[src/rtl/dip4_lock_pkg.sv]
`timescale 1ns/1ps
package dip4_lock_pkg;
  typedef enum logic {
    ST_UNLOCKED = 1'b0,
    ST_LOCKED   = 1'b1
  } lockState_t;

  // Strobes from control to the counter datapath
  typedef struct packed {
    logic incGood;
    logic clrGood;
    logic incBad;
    logic clrBad;
  } cntCtrl_t;
endpackage

[src/rtl/dip4_lock_counters.sv]
`timescale 1ns/1ps
module dip4_lock_counters
  import dip4_lock_pkg::*;
#(
  parameter int THR_W = 8
) (
  input  logic             clk,
  input  logic             rstN,
  input  cntCtrl_t         ctrl,
  input  logic [THR_W-1:0] lockThr,
  input  logic [THR_W-1:0] unlockThr,
  output logic             goodAtLimit,
  output logic             badAtLimit
);
  localparam int EXT_W = THR_W + 1;

  logic [THR_W-1:0] goodCnt;
  logic [THR_W-1:0] badCnt;
  logic [EXT_W-1:0] effLock;
  logic [EXT_W-1:0] effUnlock;

  // A zero threshold is treated as one
  assign effLock   = (lockThr == '0)   ? EXT_W'(1) : {1'b0, lockThr};
  assign effUnlock = (unlockThr == '0) ? EXT_W'(1) : {1'b0, unlockThr};

  // The result arriving now would complete the run
  assign goodAtLimit = ({1'b0, goodCnt} + EXT_W'(1)) >= effLock;
  assign badAtLimit  = ({1'b0, badCnt} + EXT_W'(1)) >= effUnlock;

  always_ff @(posedge clk or negedge rstN) begin
    if (!rstN) begin
      goodCnt <= '0;
    end else if (ctrl.clrGood) begin
      goodCnt <= '0;
    end else if (ctrl.incGood) begin
      goodCnt <= goodCnt + 1'b1;
    end
  end

  always_ff @(posedge clk or negedge rstN) begin
    if (!rstN) begin
      badCnt <= '0;
    end else if (ctrl.clrBad) begin
      badCnt <= '0;
    end else if (ctrl.incBad) begin
      badCnt <= badCnt + 1'b1;
    end
  end
endmodule

[src/rtl/dip4_lock_ctrl.sv]
`timescale 1ns/1ps
module dip4_lock_ctrl
  import dip4_lock_pkg::*;
(
  input  logic     clk,
  input  logic     rstN,
  input  logic     dipValid,
  input  logic     dipGood,
  input  logic     goodAtLimit,
  input  logic     badAtLimit,
  output cntCtrl_t ctrl,
  output logic     locked,
  output logic     statusMode
);
  lockState_t state, stateNext;

  always_comb begin
    stateNext = state;
    ctrl      = '0;
    if (dipValid) begin
      unique case (state)
        ST_UNLOCKED: begin
          if (!dipGood) begin
            ctrl.clrGood = 1'b1;
          end else if (goodAtLimit) begin
            stateNext    = ST_LOCKED;
            ctrl.clrGood = 1'b1;
            ctrl.clrBad  = 1'b1;
          end else begin
            ctrl.incGood = 1'b1;
          end
        end
        ST_LOCKED: begin
          if (dipGood) begin
            ctrl.clrBad = 1'b1;
          end else if (badAtLimit) begin
            stateNext    = ST_UNLOCKED;
            ctrl.clrGood = 1'b1;
            ctrl.clrBad  = 1'b1;
          end else begin
            ctrl.incBad = 1'b1;
          end
        end
        default: stateNext = ST_UNLOCKED;
      endcase
    end
  end

  always_ff @(posedge clk or negedge rstN) begin
    if (!rstN) begin
      state <= ST_UNLOCKED;
    end else begin
      state <= stateNext;
    end
  end

  assign locked     = (state == ST_LOCKED);
  assign statusMode = (state == ST_LOCKED);
endmodule

[src/rtl/dip4_lock_top.sv]
`timescale 1ns/1ps
module dip4_lock_top
  import dip4_lock_pkg::*;
#(
  parameter int THR_W = 8
) (
  input  logic             clk,
  input  logic             rstN,
  input  logic             dipValid,
  input  logic             dipGood,
  input  logic [THR_W-1:0] lockThr,
  input  logic [THR_W-1:0] unlockThr,
  output logic             locked,
  output logic             statusMode
);
  cntCtrl_t cntCtrl;
  logic     goodAtLimit;
  logic     badAtLimit;

  dip4_lock_counters #(.THR_W(THR_W)) u_counters (
    .clk        (clk),
    .rstN       (rstN),
    .ctrl       (cntCtrl),
    .lockThr    (lockThr),
    .unlockThr  (unlockThr),
    .goodAtLimit(goodAtLimit),
    .badAtLimit (badAtLimit)
  );

  dip4_lock_ctrl u_ctrl (
    .clk        (clk),
    .rstN       (rstN),
    .dipValid   (dipValid),
    .dipGood    (dipGood),
    .goodAtLimit(goodAtLimit),
    .badAtLimit (badAtLimit),
    .ctrl       (cntCtrl),
    .locked     (locked),
    .statusMode (statusMode)
  );
endmodule

[config.mk]
export PLATFORM = sky130hd
export DESIGN_NAME = dip4_lock_top
export DESIGN_NICKNAME = d
export VERILOG_FILES = /design/src/rtl/dip4_lock_pkg.sv /design/src/rtl/dip4_lock_counters.sv /design/src/rtl/dip4_lock_ctrl.sv /design/src/rtl/dip4_lock_top.sv
export SDC_FILE = /design/constraint.sdc
export NUM_CORES = 1
export LEC_CHECK = 0
export BUFFER_PORTS_ARGS = -buffer_cell sky130_fd_sc_hd__clkbuf_2
export CORE_MARGIN = 2
export CORE_UTILIZATION = 52
export CTS_CLUSTER_DIAMETER = 40
export CTS_CLUSTER_SIZE = 40
export DETAILED_ROUTE_END_ITERATION = 8
export GPL_ROUTABILITY_DRIVEN = 0
export GPL_TIMING_DRIVEN = 0
export PLACE_DENSITY = 0.74
export RECOVER_POWER = 100
export SLEW_MARGIN = 40
export SYNTH_ARGS = -nofsm -noshare
export SYNTH_HDL_FRONTEND = slang
export SYNTH_HIERARCHICAL = 1
export SYNTH_SLANG_ARGS = --single-unit
export TNS_END_PERCENT = 100
[constraint.sdc]
create_clock -name clk -period 9 [get_ports clk]
set_input_delay 1.8 -clock clk [delete_from_list [all_inputs] [get_ports clk]]
set_output_delay 1.8 -clock clk [all_outputs]
set_load 0.02 [all_outputs]
# [Word level (Yosys, flattened, before mapping)]
# Index checks and enable logic that the tools add are counted.
[word_totals] ff_bits=17 latch_bits=0 ramBits=0 rom_bits=0 inputBits=20 output_inout_bits=2 mem_count=0
[op_classes] n_addsub=4 n_mul=0 n_div=0 magnitude_cmp=2 n_eq_ne=0 shifts=0 mux=22 n_bitwise=1 reduce_logical=4
[ops] op="2-to-1 mux 8 bit" n=6
[ops] op="adder 8 x 1 -> 9 bit (second input constant)" n=2
[ops] op="greater-or-equal comparator 9 bit" n=2
[ops] op="adder 8 x 1 -> 8 bit (second input constant)" n=2
[ops] op="zero test 8 bit" n=2
[ops] op="2-to-1 mux 1 bit" n=11
[ops] op="case mux 1 bit (2 select lines)" n=3
[ops] op="2-to-1 mux 4 bit" n=1
[ops] op="nonzero test 2 bit" n=2
[ops] op="2-to-1 mux 2 bit" n=1
[ops] op="inverter 1 bit" n=1

# [Depth between registers and ports, before layout]
# Gate-level depths: netlist of the first run.
[logic_depth] word_depth=9 depth_mapped=15

# [Modules after synthesis]
# The synthesis of the first run kept the hierarchy.
[modules_own_cells] module="dip4_lock_counters" n_inst=1 cells_each=164 area_each_um2=1392.6 seq_area_each_um2=400.4
[modules_own_cells] module="dip4_lock_ctrl" n_inst=1 cells_each=16 area_each_um2=108.9 seq_area_each_um2=25.0

# [Worst setup path before layout of the first run]
# No wires, ideal clock.
[synth_path] path_kind="input-to-reg" startpoint="input unlockThr[4]" endpoint="register u_counters.badCnt[7]" setup_time_ns=0.078 t_arrival_ns=4.174 setup_slack_ns=4.749 stages=12 path_buffers=1 path_cell_list="nor4_1 a41o_1 ha_1 nor3b_1 o21ai_0 a221o_1 and2b_1 and3b_2 buf_2 nand4_1 or3_1 a21oi_1"
[synth_rtl] element="start: declaration" line="dip4_lock_top.sv:12" text="input logic [THR_W-1:0] unlockThr,"
[synth_rtl] element="end signal: assignment" line="dip4_lock_counters.sv:46" text="badCnt <= badCnt + 1'b1;"
[synth_rtl] element="end: declaration" line="dip4_lock_counters.sv:18" text="logic [THR_W-1:0] badCnt;"

==> impl_results.md, run 1 <==
- Unrepaired setup endpoints after global routing: no
- Max VDD drop: 0.000112 V
- Reg2reg end: u_counters/badCnt[7]$_DFFE_PN0P_
- Core ar.: 2760 sq um
- Post-synthesis cell count: 180
- Outcome: completed
- Post-CTS setup buffers: 0
- HP Start: u_counters/badCnt[7]$_DFFE_PN0P_
- Leading area contributor after synthesis: dfrtp_1
- Layout cells sized above 1: 0.151
- Gr ovfl total: 0
- FF-to-FF setup slack: 5.22 ns
- Final slew viol count: 0
- TritonCTS clock tree: done
- Clk_skew: 0.0164 ns
- Mean Syn Cell Area: between 8 and 9 sq um
- EDFF count, synth: 0
- Hold Crit Class: register to register
- Sequential share of the synthesized area: 0.283
- H-tree depth: 1
- DRT Pass-1 Iters: 4
- Synth area leaders: dfrtp_1 (28%), ha_1 (15%), xor2_1 (7.6%), nand4_1 (5.0%), nor2_1 (5.0%)
- Fillcell total: 266
- Hold Crit Endpoint: u_counters/badCnt[7]$_DFFE_PN0P_
- CP arrival: 4.81 ns
- Clk buf depth: 2
- Crit share post-route: 0.508
- # nets final: 244
- Final worst path period need: 4.58 ns
- Number of antenna violations at the first check in global routing: 0
- PwrDens: roughly 110 nW/um^2
- Via/cell ratio: 5.71
- CP required: 9.24 ns
- Leak pwr: 0.885 nW
- Startpoint types: primary input
- Yosys reg bits: 17
- PostCTS Resize Cnt: 0
- Post-synth top area share: 0.283
- WHS: 0.617 ns
- CTS buffer count: 3
- Worst flop-to-flop path startpoint: u_counters/badCnt[0]$_DFFE_PN0P_
- F_max: approximately 0.22 GHz
- Cell Area, Synth: 1500 sq um
- Max-capacitance violation count: 0
- GR Util All Layers: 0.208
- Clock Sinks: 17
- Final hold vios: 0
- Worst-margin pin slew: 0.979 ns
- Multi-input combinational cell area: 965 sq um
- Die Height: ~58 um
- ANT nets after route: 0
- Critical path class: primary input to register
- Worst hold path cell count: 2
- Largest net degree at the start of global routing: 18
- Cell area after layout: 1670 sq um
- Crit-path max FO: 9
- Final setup fails: 0
- Die Span X: 57.7 um
- Die area: about 3300 sq um
- CP Capture Type: register
- Initial Utilization: 0.544
- Netlist cell types: 36
- Hold_buf cts: 0
- Worst-path clk slew: around 0.12 ns
- Worst-skew pair later-pin latency: 0.31 ns
- PortBufs: 21
- FFs w/ async S/R, synth: 1.00
- Syn_nets: between 200 and 250
- Yosys warning total: 6
- Core Rows: 19
- Root Driver: clkbuf_4
- Top FF cell, synth: dfrtp_1
- First-pass GRT wire length: roughly 5500 um
- IO Pins: 22
- N_diodes: 0
- Final Util: 0.604
- Synth cell count leaders: nor2_1 (20), ha_1 (18), dfrtp_1 (17), inv_1 (17), xor2_1 (13)
- Via Count: between 1000 and 1500
- Post-DP HPWL: approximately 2400 um
- WL final: a little over 3000 um
- Worst r2r path cells: 15
- Setup TNS: 0 ns
- Placed instance area: around 1600 sq um
- Register area: 425 sq um
- Routed WL per cell: 13.1 um
- Area growth from synthesis to layout: 10.9%
- Slew margin rel.: 0.347
- Most common cell in the netlist: nor2_1
- Vias in the first global route: between 1000 and 1500
- DR DRC count: 0
- Initial drt markers: 53
## cell type report
class | count | share of cell area
Multi-Input combinational cell | 136 | 0.579
Sequential cell | 17 | 0.255
Timing Repair Buffer | 21 | 0.0601
Inverter | 17 | 0.0383
Buffer | 10 | 0.0270
Tap cell | 31 | 0.0233
Clock buffer | 3 | 0.0135
Clock inverter | 1 | 0.00301
## worst max-delay path by stage
stage,to,startpoint,depth (start not counted),slack [ns]
6_report,u_counters/badCnt[7]$_DFFE_PN0P_,unlockThr[4],13,4.42
5_1_grt,u_counters/badCnt[7]$_DFFE_PN0P_,unlockThr[4],13,4.24
4_1_cts,u_counters/badCnt[7]$_DFFE_PN0P_,unlockThr[4],13,4.63
3_5_place_dp,u_counters/badCnt[7]$_DFFE_PN0P_,unlockThr[4],13,4.31
3_3_place_gp,u_counters/badCnt[7]$_DFFE_PN0P_,unlockThr[4],13,4.41
2_1_floorplan,u_counters/badCnt[7]$_DFFE_PN0P_,unlockThr[4],12,4.75
## power breakdown
part / switching, W / internal, W / leakage, nW
combinational: 0.0000261 / 0.0000226 / 0.634
sequential: 0.00000932 / 0.0000819 / 0.233
clock: 0.0000270 / 0.0000166 / 0.0177
total: 0.0000624 / 0.000121 / 0.885
## cell families after synthesis
group                    Yosys count  share of synthesized area
AND/OR/NAND/NOR                   68                      0.238
AO/OA/AOI/OAI                     27                      0.117
buffers and inverters             27                     0.0742
XOR/XNOR                          20                      0.117
adder cells (fa/ha/maj)           18                      0.150
flip-flops                        17                      0.283
multiplexers                       3                     0.0208
## state kept, by name, indices dropped and copies added (netlist names)
register	count
u_counters/badCnt	8
u_ctrl/locked	1
u_counters/goodCnt	8
## placed cells by master (no fill, tap or decap)
master	netlist	layout
clkbuf_1	3	10
mux2i_1	2	2
and2b_1	1	1
clkbuf_4	0	4
nor2_1	20	20
buf_2	5	3
dfrtp_1	17	17
a21oi_1	9	9
nor3_1	2	2
nand2_1	11	11
and2_0	0	1
nor3b_1	2	2
xor2_1	13	13
xnor2_1	7	7
and3b_2	1	1
o21ai_0	7	7
or3_1	1	1
a221o_1	2	2
mux2_2	1	1
o22ai_1	1	1
clkbuf_2	0	17
nand3_1	5	5
clkinv_2	0	1
and2_1	3	2
ha_1	18	18
nor2b_1	1	1
nand3_2	2	2
o31ai_1	2	2
or3_2	1	1
and3_1	2	2
a41o_1	3	3
a31o_2	1	1
inv_1	17	17
o21bai_1	1	1
or4_1	2	2
nor4_1	2	2
a21boi_0	1	1
nand4_1	12	12
## per-layer routing
layer	wire (um)	GRT usage	vias to the layer above
met2	1470	0.349	31
met3	110	0.0268	9
met5	0	0	-
li1	-	-	682
met1	1440	0.279	625
met4	63	0.0698	0
## metrics by stage
stage / cells / worst slack [ns] / power [W]
6_report: 236 / 4.42 / 0.000183
4_1_cts: 236 / 4.63 / 0.000185
2_1_floorplan: 180 / 4.75 / 0.000124
3_5_place_dp: 232 / 4.31 / 0.000141
3_3_place_gp: 232 / 4.41 / 0.000138
5_1_grt: 236 / 4.24 / 0.000197
## critical path, cell delays in order
cell and delay (ns):
clkbuf_1 0.08, nor4_1 0.33, a41o_1 0.22, ha_1 0.22, nor3b_1 0.19, o21ai_0 0.13, a221o_1 0.37, and2b_1 0.23
and3b_2 0.18, clkbuf_1 0.37, nand4_1 0.17, or3_1 0.36, a21oi_1 0.15
No activity file was read; power rests on OpenSTA's default activity.
==> run 2, diff against run 1 <==
- CORE_UTILIZATION: 52 -> 51
- PLACE_DENSITY: 0.74 -> 0.75
- clock period: 9 -> 3.93 ns (I/O delays scaled with it)
==> run 2 against run 1 <==
  * First-iteration DRC count stayed put
  * Clock-buffer cell count stayed put
  * Utilization is 0.56 points lower
  * Non-clock buffer count stayed put
  * Flip-flop and latch count stayed put
  * Register-to-register slack worse by 4.9 ns
  * Global-route usage is 0.76 points lower
  * Design area hardly changed
  * Die area is 1.8% higher
  * Clock power is 120% higher
  * Worst setup slack worse by 4.1 ns
  * Sequential share of layout area hardly changed
==> impl_results.md, run 2 (synthesis gave the netlist of run 1 again) <==
- Outcome: completed (unchanged)
- N_diodes: 0 (unchanged)
- Final cell count without fillers: 236 (unchanged)
- Commonest non-fill, non-tap cell in the layout: nor2_1 (unchanged)
- Worst-skew pair later-pin latency: 0.29 ns (was 0.31 ns)
- Placed cells: 232 (unchanged)
- CP arrival: 3.79 ns (was 4.81 ns)
- Worst r2r path cells: 13 (was 15)
- Post-CTS setup buffers: 0 (unchanged)
- CP delay by family, top: simple AND/OR/NAND/NOR gates (unchanged)
- Clk buf depth: 2 (unchanged)
- Final hold vios: 0 (unchanged)
- Root Driver: clkbuf_4 (unchanged)
- Startpoint types: register (was primary input)
- PortBufs: 21 (unchanged)
- Slowest Stage Delay on Critical Path: 0.52 ns (was 0.37 ns)
- Core ar.: 2780 sq um (was 2760 sq um)
- PostCTS Resize Cnt: 0 (unchanged)
- Setup TNS: 0 ns (unchanged)
- Critical path class: register to register (was primary input to register)
- DRT Pass-1 Iters: 4 (unchanged)
- Initial Utilization: 0.540 (was 0.544)
- Crit path buffers/inverters: 2 (unchanged)
- Die area: 3390 sq um (was 3330 sq um)
- # nets final: 244 (unchanged)
- Post-DP HPWL: 2450 um (about the same)
- Hold_buf cts: 0 (unchanged)
- Slew margin rel.: 0.386 (was 0.347)
- CP Capture Type: register (unchanged)
- Via/cell ratio: 5.61 (was 5.71)
- Core Rows: 19 (unchanged)
- Leak pwr: 0.895 nW (was 0.885 nW)
- Gr ovfl total: 0 (unchanged)
- Vias in the first global route: 1280 (was 1302)
- Routed WL per cell: 12.6 um (was 13.1 um)
- Clock Sinks: 17 (unchanged)
- Multi-input combinational cell area: 960 sq um (was 965 sq um)
- Unrepaired setup endpoints after global routing: no (unchanged)
- Register area: 425 sq um (unchanged)
- Worst-margin pin slew: 0.921 ns (was 0.979 ns)
- Crit-path cells: ha_1 -> nand3_1 -> nor2_1 -> xor2_1 -> ha_1 -> a21oi_1 -> nand2_1 -> a221o_1 -> nor3_1 -> clkbuf_1 -> inv_1 -> or4_1 -> a21oi_1 (was clkbuf_1 -> nor4_1 -> a41o_1 -> ha_1 -> nor3b_1 -> o21ai_0 -> a221o_1 -> and2b_1 -> and3b_2 -> clkbuf_1 -> nand4_1 -> or3_1 -> a21oi_1)
- H-tree depth: 1 (unchanged)
- Number of antenna violations at the first check in global routing: 0 (unchanged)
- CP Depth: 13 (unchanged)
- Fillcell total: 255 (was 266)
- Layout cells sized above 1: 0.161 (was 0.151)
- Die Span X: 58.3 um (was 57.7 um)
- Die Height: 58.3 um (was 57.7 um)
- CTS buffer count: 3 (unchanged)
- Clk_skew: 0.00522 ns (was 0.0164 ns)
- GR Util All Layers: 0.201 (was 0.208)
- Final slew viol count: 0 (unchanged)
- Hold Crit Class: primary input to asynchronous set/reset pin (was register to register)
- Via Count: 1325 (was 1347)
- WL final: 2970 um (was 3090 um)
- Initial drt markers: 53 (unchanged)
- Final worst path period need: 3.56 ns
- Critical path's slowest cell: or4_1 (was a221o_1)
- Max-capacitance violation count: 0 (unchanged)
- DR DRC count: 0 (unchanged)
- Final setup fails: 0 (unchanged)
- PwrDens: 249 nW/um^2 (was 110 nW/um^2)
- Largest net degree at the start of global routing: 18 (unchanged)
- Crit share post-route: 0.907
- F_max: 0.281 GHz
- First-pass GRT wire length: 5310 um (was 5470 um)
- CP required: 4.16 ns (was 9.24 ns)
- Worst-path clk slew: 0.10 ns (was 0.12 ns)
- Area growth from synthesis to layout: 10.8% (was 10.9%)
- Crit-path max FO: 7 (was 9)
- Most frequent cells in the layout: nor2_1 (20), clkbuf_2 (19), ha_1 (18) (was nor2_1 (20), ha_1 (18), clkbuf_2 (17), inv_1 (17), dfrtp_1 (17))
- TritonCTS clock tree: done (unchanged)
- Max VDD drop: 0.000158 V (was 0.000112 V)
- ANT nets after route: 0 (unchanged)
- IO Pins: 22 (unchanged)
## run 2: cell types whose count changed in the layout (fill, tap and decap cells not counted)
cell      delta
nand3_2      -1
nand3_1      +1
clkbuf_1     -3
buf_2        +1
clkbuf_2     +2
## run 2: worst reg2reg max path, cell delays in order, from the launching register on
cell and delay [ns]:
dfrtp_1 0.49, ha_1 0.27, nand3_1 0.20, nor2_1 0.18
xor2_1 0.18, ha_1 0.28, a21oi_1 0.15, nand2_1 0.07
a221o_1 0.40, nor3_1 0.19, clkbuf_1 0.33, inv_1 0.10
or4_1 0.52, a21oi_1 0.15
## run 2: cell type report
| cell class | count | area share |
|---|---|---|
| Inverter | 17 | 0.0383 |
| Tap cell | 31 | 0.0233 |
| Sequential cell | 17 | 0.256 |
| Timing Repair Buffer | 21 | 0.0617 |
| Clock inverter | 1 | 0.00301 |
| Clock buffer | 3 | 0.0135 |
| Buffer | 10 | 0.0278 |
| Multi-Input combinational cell | 136 | 0.577 |
## run 2: final timing paths
check / slack (ns) / startpoint / end
worst max-delay path: 0.37 / u_counters/goodCnt[0]$_DFFE_PN0P_ / u_counters/goodCnt[6]$_DFFE_PN0P_
worst min-delay path: 0.59 / rstN / u_counters/goodCnt[1]$_DFFE_PN0P_
worst max register to register: 0.37 / u_counters/goodCnt[0]$_DFFE_PN0P_ / u_counters/goodCnt[6]$_DFFE_PN0P_
worst min register to register: 0.59 / u_counters/goodCnt[7]$_DFFE_PN0P_ / u_counters/goodCnt[7]$_DFFE_PN0P_
max in group asynchronous: 2.77 / rstN / u_ctrl/locked$_DFFE_PN0P_
min in group clk: 0.59 / u_counters/goodCnt[7]$_DFFE_PN0P_ / u_counters/goodCnt[7]$_DFFE_PN0P_
## run 2: report_power, final
part	switching, W	internal, W
registers	0.0000208	0.000188
clock network	0.0000571	0.0000378
logic	0.0000587	0.0000517
total	0.000137	0.000277
## run 2: routing by layer
layer / up-vias / GRT usage / part of all wire
met1: 611 / 0.248 / 0.46
met3: 6 / 0.0402 / 0.032
met2: 26 / 0.353 / 0.49
met4: 0 / 0.0532 / 0.017
li1: 682 / - / -
met5: - / 0 / 0
## run 2: per-stage QoR
step	power (W)	hold WS [ns]	utilization	area [sq um]	worst slack, ns
floorplan	0.000285	0.490	-	1500	0.693
global placement	0.000315	0.569	0.592	1650	0.360
detailed placement	0.000324	0.579	0.592	1650	0.269
CTS	0.000421	0.421	0.601	1670	0.378
global route	0.000450	0.635	0.598	1660	0.0169
finish	0.000414	0.592	0.598	1660	0.366
